===== src/rtl/pll_prog_pkg.sv =====
package pll_prog_pkg;
  localparam int WORD_W = 20;
  localparam int AUX_W  = 8;
  localparam int BYTE_W = 8;

  // strobe lanes in the synchronized vector
  localparam int ST_SCLK = 0;
  localparam int ST_SWR  = 1;
  localparam int ST_EWR  = 2;
  localparam int ST_HOP  = 3;
  localparam int ST_M1   = 4;
  localparam int ST_M2   = 5;
  localparam int ST_A    = 6;
  localparam int N_STB   = 7;

  // auxiliary flag bit positions
  localparam int AX_PWR = 4;
  localparam int AX_CNT = 3;
  localparam int AX_MSL = 2;
  localparam int AX_PRE = 1;
  localparam int AX_MON = 0;

  typedef struct packed {
    logic       pre;
    logic [8:0] m;
    logic [5:0] r;
    logic [3:0] a;
  } cnt_cfg_t;

  function automatic cnt_cfg_t word_to_cfg(input logic [WORD_W-1:0] w);
    cnt_cfg_t c;
    c.r   = {w[19:18], w[7:4]};
    c.m   = {w[17:16], w[14:8]};
    c.pre = w[15];
    c.a   = w[3:0];
    return c;
  endfunction
endpackage


===== src/rtl/pll_prog_sync.sv =====
module pll_prog_sync #(
  parameter int W      = 1,
  parameter int STAGES = 2
) (
  input  logic         clk_i,
  input  logic         rst_ni,
  input  logic [W-1:0] d_i,
  output logic [W-1:0] q_o
);
  logic [W-1:0] stg [STAGES];

  for (genvar s = 0; s < STAGES; s++) begin : g_stage
    always_ff @(posedge clk_i or negedge rst_ni) begin
      if (!rst_ni) stg[s] <= '0;
      else if (s == 0) stg[s] <= d_i;
      else stg[s] <= stg[(s == 0) ? 0 : s-1];
    end
  end

  assign q_o = stg[STAGES-1];
endmodule


===== src/rtl/pll_prog_edge.sv =====
module pll_prog_edge #(
  parameter int N        = 1,
  parameter int FALL_IDX = 0
) (
  input  logic         clk_i,
  input  logic         rst_ni,
  input  logic [N-1:0] lvl_i,
  output logic [N-1:0] rise_o,
  output logic         fall_o
);
  logic [N-1:0] prev_q;

  always_ff @(posedge clk_i or negedge rst_ni) begin
    if (!rst_ni) prev_q <= '0;
    else prev_q <= lvl_i;
  end

  for (genvar i = 0; i < N; i++) begin : g_rise
    assign rise_o[i] = lvl_i[i] & ~prev_q[i];
  end
  assign fall_o = ~lvl_i[FALL_IDX] & prev_q[FALL_IDX];
endmodule


===== src/rtl/pll_prog_regs.sv =====
module pll_prog_regs
  import pll_prog_pkg::*;
(
  input  logic              clk_i,
  input  logic              rst_ni,
  input  logic              ser_i,
  input  logic              par_i,
  input  logic [N_STB-1:0]  rise_i,
  input  logic              ewr_fall_i,
  input  logic              swr_lvl_i,
  input  logic              ewr_lvl_i,
  input  logic              sdata_i,
  input  logic [BYTE_W-1:0] pbus_i,
  output logic [WORD_W-1:0] prim_o,
  output logic [WORD_W-1:0] sec_o,
  output logic [AUX_W-1:0]  aux_o
);
  logic [AUX_W-1:0] shd_q;
  logic shift_ok;

  assign shift_ok = ser_i & rise_i[ST_SCLK] & ~swr_lvl_i;

  always_ff @(posedge clk_i or negedge rst_ni) begin
    if (!rst_ni) begin
      prim_o <= '0;
    end else if (shift_ok && !ewr_lvl_i) begin
      prim_o <= {prim_o[WORD_W-2:0], sdata_i};
    end else if (par_i) begin
      if (rise_i[ST_M2]) prim_o[19:16] <= pbus_i[3:0];
      if (rise_i[ST_M1]) prim_o[15:8]  <= pbus_i;
      if (rise_i[ST_A])  prim_o[7:0]   <= pbus_i;
    end
  end

  always_ff @(posedge clk_i or negedge rst_ni) begin
    if (!rst_ni) sec_o <= '0;
    else if (((ser_i | par_i) & rise_i[ST_HOP]) | (ser_i & rise_i[ST_SWR])) sec_o <= prim_o;
  end

  always_ff @(posedge clk_i or negedge rst_ni) begin
    if (!rst_ni) shd_q <= '0;
    else if (shift_ok && ewr_lvl_i) shd_q <= {shd_q[AUX_W-2:0], sdata_i};
  end

  always_ff @(posedge clk_i or negedge rst_ni) begin
    if (!rst_ni) aux_o <= '0;
    else if (ser_i && ewr_fall_i) aux_o <= shd_q;
    else if (par_i && rise_i[ST_EWR]) aux_o <= pbus_i;
  end
endmodule


===== src/rtl/pll_prog_out.sv =====
module pll_prog_out
  import pll_prog_pkg::*;
(
  input  logic              direct_i,
  input  logic              fsel_i,
  input  logic              enh_n_i,
  input  logic [WORD_W-1:0] prim_i,
  input  logic [WORD_W-1:0] sec_i,
  input  logic [AUX_W-1:0]  aux_i,
  input  logic [BYTE_W-1:0] pbus_i,
  input  logic [3:0]        dir_a_i,
  input  logic [3:0]        dir_r_i,
  output cnt_cfg_t          cfg_o,
  output logic [4:0]        flags_o
);
  logic aux_en;

  always_comb begin
    if (direct_i) begin
      cfg_o.m   = {2'b00, pbus_i[6:0]};
      cfg_o.pre = pbus_i[7];
      cfg_o.a   = dir_a_i;
      cfg_o.r   = {2'b00, dir_r_i};
    end else begin
      cfg_o = word_to_cfg(fsel_i ? prim_i : sec_i);
    end
  end

  assign aux_en  = ~enh_n_i & ~direct_i;
  assign flags_o = aux_en ? {aux_i[AX_PWR], aux_i[AX_CNT], aux_i[AX_MSL],
                             aux_i[AX_PRE], aux_i[AX_MON]} : 5'b0;
endmodule


===== src/rtl/pll_prog_if.sv =====
module pll_prog_if
  import pll_prog_pkg::*;
#(
  parameter int SYNC_STAGES = 2
) (
  input  logic       clk_i,
  input  logic       rst_ni,
  input  logic       mode_direct_i,
  input  logic       mode_serial_i,
  input  logic       sclk_i,
  input  logic       sdata_i,
  input  logic       swr_i,
  input  logic       ewr_i,
  input  logic       hop_i,
  input  logic       m1_wr_i,
  input  logic       m2_wr_i,
  input  logic       a_wr_i,
  input  logic [7:0] pbus_i,
  input  logic       fsel_i,
  input  logic       enh_n_i,
  input  logic [3:0] dir_a_i,
  input  logic [3:0] dir_r_i,
  output logic [8:0] m_o,
  output logic [3:0] a_o,
  output logic [5:0] r_o,
  output logic       pre_en_o,
  output logic       pwr_down_o,
  output logic       cnt_load_o,
  output logic       msel_out_o,
  output logic       pre_out_o,
  output logic       mon_dis_o
);
  localparam int SYN_W = N_STB + 1 + BYTE_W;

  logic [N_STB-1:0]  stb_raw, stb_lvl, stb_rise;
  logic [SYN_W-1:0]  syn_d, syn_q;
  logic              ewr_fall, sdata_s;
  logic [BYTE_W-1:0] pbus_s;
  logic              ser_mode, par_mode;
  logic [WORD_W-1:0] prim_q, sec_q;
  logic [AUX_W-1:0]  aux_q;
  cnt_cfg_t          cfg;
  logic [4:0]        flags;

  assign ser_mode = ~mode_direct_i & mode_serial_i;
  assign par_mode = ~mode_direct_i & ~mode_serial_i;

  always_comb begin
    stb_raw          = '0;
    stb_raw[ST_SCLK] = sclk_i;
    stb_raw[ST_SWR]  = swr_i;
    stb_raw[ST_EWR]  = ewr_i;
    stb_raw[ST_HOP]  = hop_i;
    stb_raw[ST_M1]   = m1_wr_i;
    stb_raw[ST_M2]   = m2_wr_i;
    stb_raw[ST_A]    = a_wr_i;
  end

  // data rides the same synchronizer as its strobes to stay aligned
  assign syn_d = {pbus_i, sdata_i, stb_raw};

  pll_prog_sync #(.W(SYN_W), .STAGES(SYNC_STAGES)) u_sync (
    .clk_i (clk_i),
    .rst_ni(rst_ni),
    .d_i   (syn_d),
    .q_o   (syn_q)
  );

  assign stb_lvl = syn_q[N_STB-1:0];
  assign sdata_s = syn_q[N_STB];
  assign pbus_s  = syn_q[SYN_W-1:N_STB+1];

  pll_prog_edge #(.N(N_STB), .FALL_IDX(ST_EWR)) u_edge (
    .clk_i (clk_i),
    .rst_ni(rst_ni),
    .lvl_i (stb_lvl),
    .rise_o(stb_rise),
    .fall_o(ewr_fall)
  );

  pll_prog_regs u_regs (
    .clk_i     (clk_i),
    .rst_ni    (rst_ni),
    .ser_i     (ser_mode),
    .par_i     (par_mode),
    .rise_i    (stb_rise),
    .ewr_fall_i(ewr_fall),
    .swr_lvl_i (stb_lvl[ST_SWR]),
    .ewr_lvl_i (stb_lvl[ST_EWR]),
    .sdata_i   (sdata_s),
    .pbus_i    (pbus_s),
    .prim_o    (prim_q),
    .sec_o     (sec_q),
    .aux_o     (aux_q)
  );

  pll_prog_out u_out (
    .direct_i(mode_direct_i),
    .fsel_i  (fsel_i),
    .enh_n_i (enh_n_i),
    .prim_i  (prim_q),
    .sec_i   (sec_q),
    .aux_i   (aux_q),
    .pbus_i  (pbus_i),
    .dir_a_i (dir_a_i),
    .dir_r_i (dir_r_i),
    .cfg_o   (cfg),
    .flags_o (flags)
  );

  assign m_o        = cfg.m;
  assign a_o        = cfg.a;
  assign r_o        = cfg.r;
  assign pre_en_o   = cfg.pre;
  assign pwr_down_o = flags[4];
  assign cnt_load_o = flags[3];
  assign msel_out_o = flags[2];
  assign pre_out_o  = flags[1];
  assign mon_dis_o  = flags[0];
endmodule


===== config.mk =====
export PLATFORM = sky130hd
export DESIGN_NAME = pll_prog_if
export DESIGN_NICKNAME = d
export VERILOG_FILES = /design/src/rtl/pll_prog_pkg.sv /design/src/rtl/pll_prog_sync.sv /design/src/rtl/pll_prog_edge.sv /design/src/rtl/pll_prog_regs.sv /design/src/rtl/pll_prog_out.sv /design/src/rtl/pll_prog_if.sv
export SDC_FILE = /design/constraint.sdc
export NUM_CORES = 1
export LEC_CHECK = 0
export BUFFER_PORTS_ARGS = -buffer_cell sky130_fd_sc_hd__clkbuf_2
export CAP_MARGIN = 5
export CORE_ASPECT_RATIO = 0.5
export CORE_MARGIN = 3
export CORE_UTILIZATION = 56
export DETAILED_ROUTE_END_ITERATION = 8
export PLACE_DENSITY_LB_ADDON = 0.2
export SYNTH_ARGS = -nofsm -noshare
export SYNTH_HDL_FRONTEND = slang
export SYNTH_SLANG_ARGS = --single-unit

===== constraint.sdc =====
create_clock -name clk_i -period 2.1 [get_ports clk_i]
set_input_delay 0.21 -clock clk_i [delete_from_list [all_inputs] [get_ports clk_i]]
set_output_delay 0.21 -clock clk_i [all_outputs]
set_load 0.01 [all_outputs]

==> results by group <==
Run status
  – Outcome: finished, final reports clean

Global route
  – Overall Global Routing Usage: 21.56%
  – Remaining Overflow, GRT: 0
  – Largest net degree at the start of global routing: 58
  – First-pass GRT wire length: 12290 um
  – Initial antenna violation count: 0
  – Vias in the first global route: 2386

Synthesis
  – Post-synthesis cell area: 0.003679 mm^2
  – Post-synth net total: 286
  – Synth top area share: 60.54%
  – #FFs+latches synth: 89
  – Count of cell types in the netlist: 21
  – Area leader, netlist: dfrtp_1
  – Register area share after synthesis: 60.54%
  – Ranking of synthesized cells by area: dfrtp_1 61%, mux2_2 17%, mux2i_1 6.0%, mux2_1 5.2%, o21ai_0 2.4%
  – Gate Count Post-Synth: 256
  – YS warnings: 0
  – Avg Cell Area, Syn: 14.37 um^2

Final layout
  – Reg area: 0.002227 mm^2
  – Fillers: 411
  – Multi-input combinational cell area: 0.001386 mm^2
  – Final #Nets: 363
  – Share of layout cells above drive strength 1: 39.64%
  – Ant diodes: 0
  – Final core occ: 72.94%
  – Syn-to-layout area delta: 23.06%

Timing
  – Minimum clock period: 1.789 ns
  – Worst slew margin: 56.54%
  – Max Fclk: 559.0 MHz
  – Final hold vios: 0
  – Period utilisation layout: 85.18%
  – Slew Limit Fails: 0
  – Post-Route Skew: 0.006932 ns
  – Setup Total Neg Slack: 0 ns
  – Worst-Margin Slew: 0.6492 ns
  – RSZ-0062 raised after global routing: false
  – Worst hold margin: 0.3470 ns
  – Final setup viols: 0

Setup path
  – CP Data Arrival Time: 2.01 ns
  – Worst setup EP type: flip-flop
  – Worst-path maximum fanout: 8
  – FF-to-FF path depth: 3
  – CP cell instances: nor4b_4 -> mux2_2 -> mux2_1
  – Critical Path RT: 2.33 ns
  – Largest stage delay, worst path: 0.57 ns
  – Worst setup SP type: flip-flop
  – Critical path class: reg -> reg
  – CP max stage cell: nor4b_4

Placed design
  – Hpwl dp: 4799 um
  – IO buf count: 54
  – GPL Wtd Cong: 0.7722

Min path
  – Hold WC Path Type: reg -> reg
  – Hold depth: 0

Route
  – Drt total wl: 7300 um
  – Vias per inst: 5.331
  – TritonRoute pass-1 iters: 4
  – DR WL/cell: 17.14 um
  – DRT iter0 DRCs: 152
  – # DRC: 0
  – ANT nets after route: 0
  – Routed vias: 2271

Floorplan
  – Die X: 120.6 um
  – Row cnt: 20
  – Die area: 0.007636 mm^2
  – IO Count: 55
  – Core Area: 0.006206 mm^2
  – Die Ht: 63.31 um
  – Initial core utilization: 59.27%

Clock network
  – Clock-pin slew on the worst setup and hold paths: 0.06 ns
  – Clock Latency Late Sink: 0.34 ns
  – Buffer depth of the longest clock path: 2
  – TritonCTS clock tree: done
  – Root buf cell: clkbuf_16
  – Post-CTS sizing: 0
  – Number of CTS-inserted buffers: 9
  – # H-tree levels: 3
  – Sink Count: 89

Power
  – VDD IR-drop max: 0.5449 mV
  – Cell Pwr Density: 1011 mW/mm^2
  – Leakage: 2.096 nW

Job
  – Max-Cap Viols: 0
## final cells by class
class / count / share of cell area (%)
timing repair buffer: 79 / 11.66
tap: 88 / 2.432
clock buffer: 13 / 5.749
clock inverter: 3 / 0.3317
multi-input combinational: 154 / 30.62
sequential: 89 / 49.20
## cell families after synthesis
logic type	synth area share [%]
muxes	27.72
DFF	60.54
and+or+nand+nor	7.143
AOI/OAI and AO/OA	2.721
buffers and inverters	1.871
## where the power goes
| part | total [mW] | internal, mW | switching [mW] |
|---|---|---|---|
| clock | 1.48 | 0.860 | 0.622 |
| combinational | 0.810 | 0.478 | 0.331 |
| sequential | 2.28 | 2.05 | 0.231 |
| total | 4.57 | 3.39 | 1.18 |
## final timing paths
kind | start | end | slack [ns]
setup / recovery | u_edge.prev_q[6]$_DFF_PN0_ | u_regs.prim_o[5]$_DFFE_PN0P_ | 0.31
hold / removal | u_sync.stg[24]$_DFF_PN0_ | u_sync.q_o[8]$_DFF_PN0_ | 0.35
setup reg to reg | u_edge.prev_q[6]$_DFF_PN0_ | u_regs.prim_o[5]$_DFFE_PN0P_ | 0.31
hold reg to reg | u_sync.stg[24]$_DFF_PN0_ | u_sync.q_o[8]$_DFF_PN0_ | 0.35
max in group asynchronous | rst_ni | u_sync.q_o[11]$_DFF_PN0_ | 1.11
min in group asynchronous | rst_ni | u_sync.stg[17]$_DFF_PN0_ | 0.36
## what timing repair did
action / 4_1_cts / 5_1_grt
hold endpoints to repair: 48 / 0
hold buffers: 17 / 0
buffers inserted: 0 / 0
## worst max-delay path: cells and delay by family (launching register included)
family | cells | cell delay, ns
multiplexers | 2 | 0.70
AND/OR/NAND/NOR | 1 | 0.57
flip-flops | 1 | 0.39
## cells in the final DEF (no fill, tap or decap), drive strengths merged
master,count
buf,9
nor2b,1
nand2b,1
nor4bb,1
o21ai,18
nor2,6
and2,5
dfrtp,89
nand2,18
or3b,1
mux2,71
nand4,1
dlygate4sd3,17
mux2i,22
nand4b,1
nor4b,4
a21oi,2
clkbuf,66
clkinv,3
nand3b,2
## stage by stage
step	worst slack [ns]	instance area, um^2	instances	power (mW)
floorplan	0.5085	3679	256	2.793
global placement	0.2194	4081	393	3.039
CTS	0.2998	4527	426	4.621
global route	0.2251	4527	426	4.825
finish	0.3111	4527	426	4.574
detailed placement	0.1634	4081	393	3.101
## layer usage
metal / global-route usage (%) / part of all wire, %
met1: 28.58 / 47
met2: 33.70 / 46
met3: 8.341 / 5.7
met4: 5.508 / 0.96
met5: 0 / 0
## registers in the layout (all words and copies together) (netlist names)
signal and count:
u_regs.aux_o 5, u_sync.stg 16, u_edge.prev_q 7, u_regs.sec_o 20
u_sync.q_o 16, u_regs.prim_o 20, u_regs.shd_q 5
## cells in the mapped netlist (all sizes together)
library cell	instances
nand2b	1
dfrtp	89
nand2	18
clkbuf	7
mux2i	22
mux2	71
nor2	6
nor4bb	1
a21oi	2
buf	6
nand4	1
o21ai	18
nand3b	2
nor4b	4
nand4b	1
or3b	1
and2	5
nor2b	1
No activity file was read; power rests on OpenSTA's default activity.
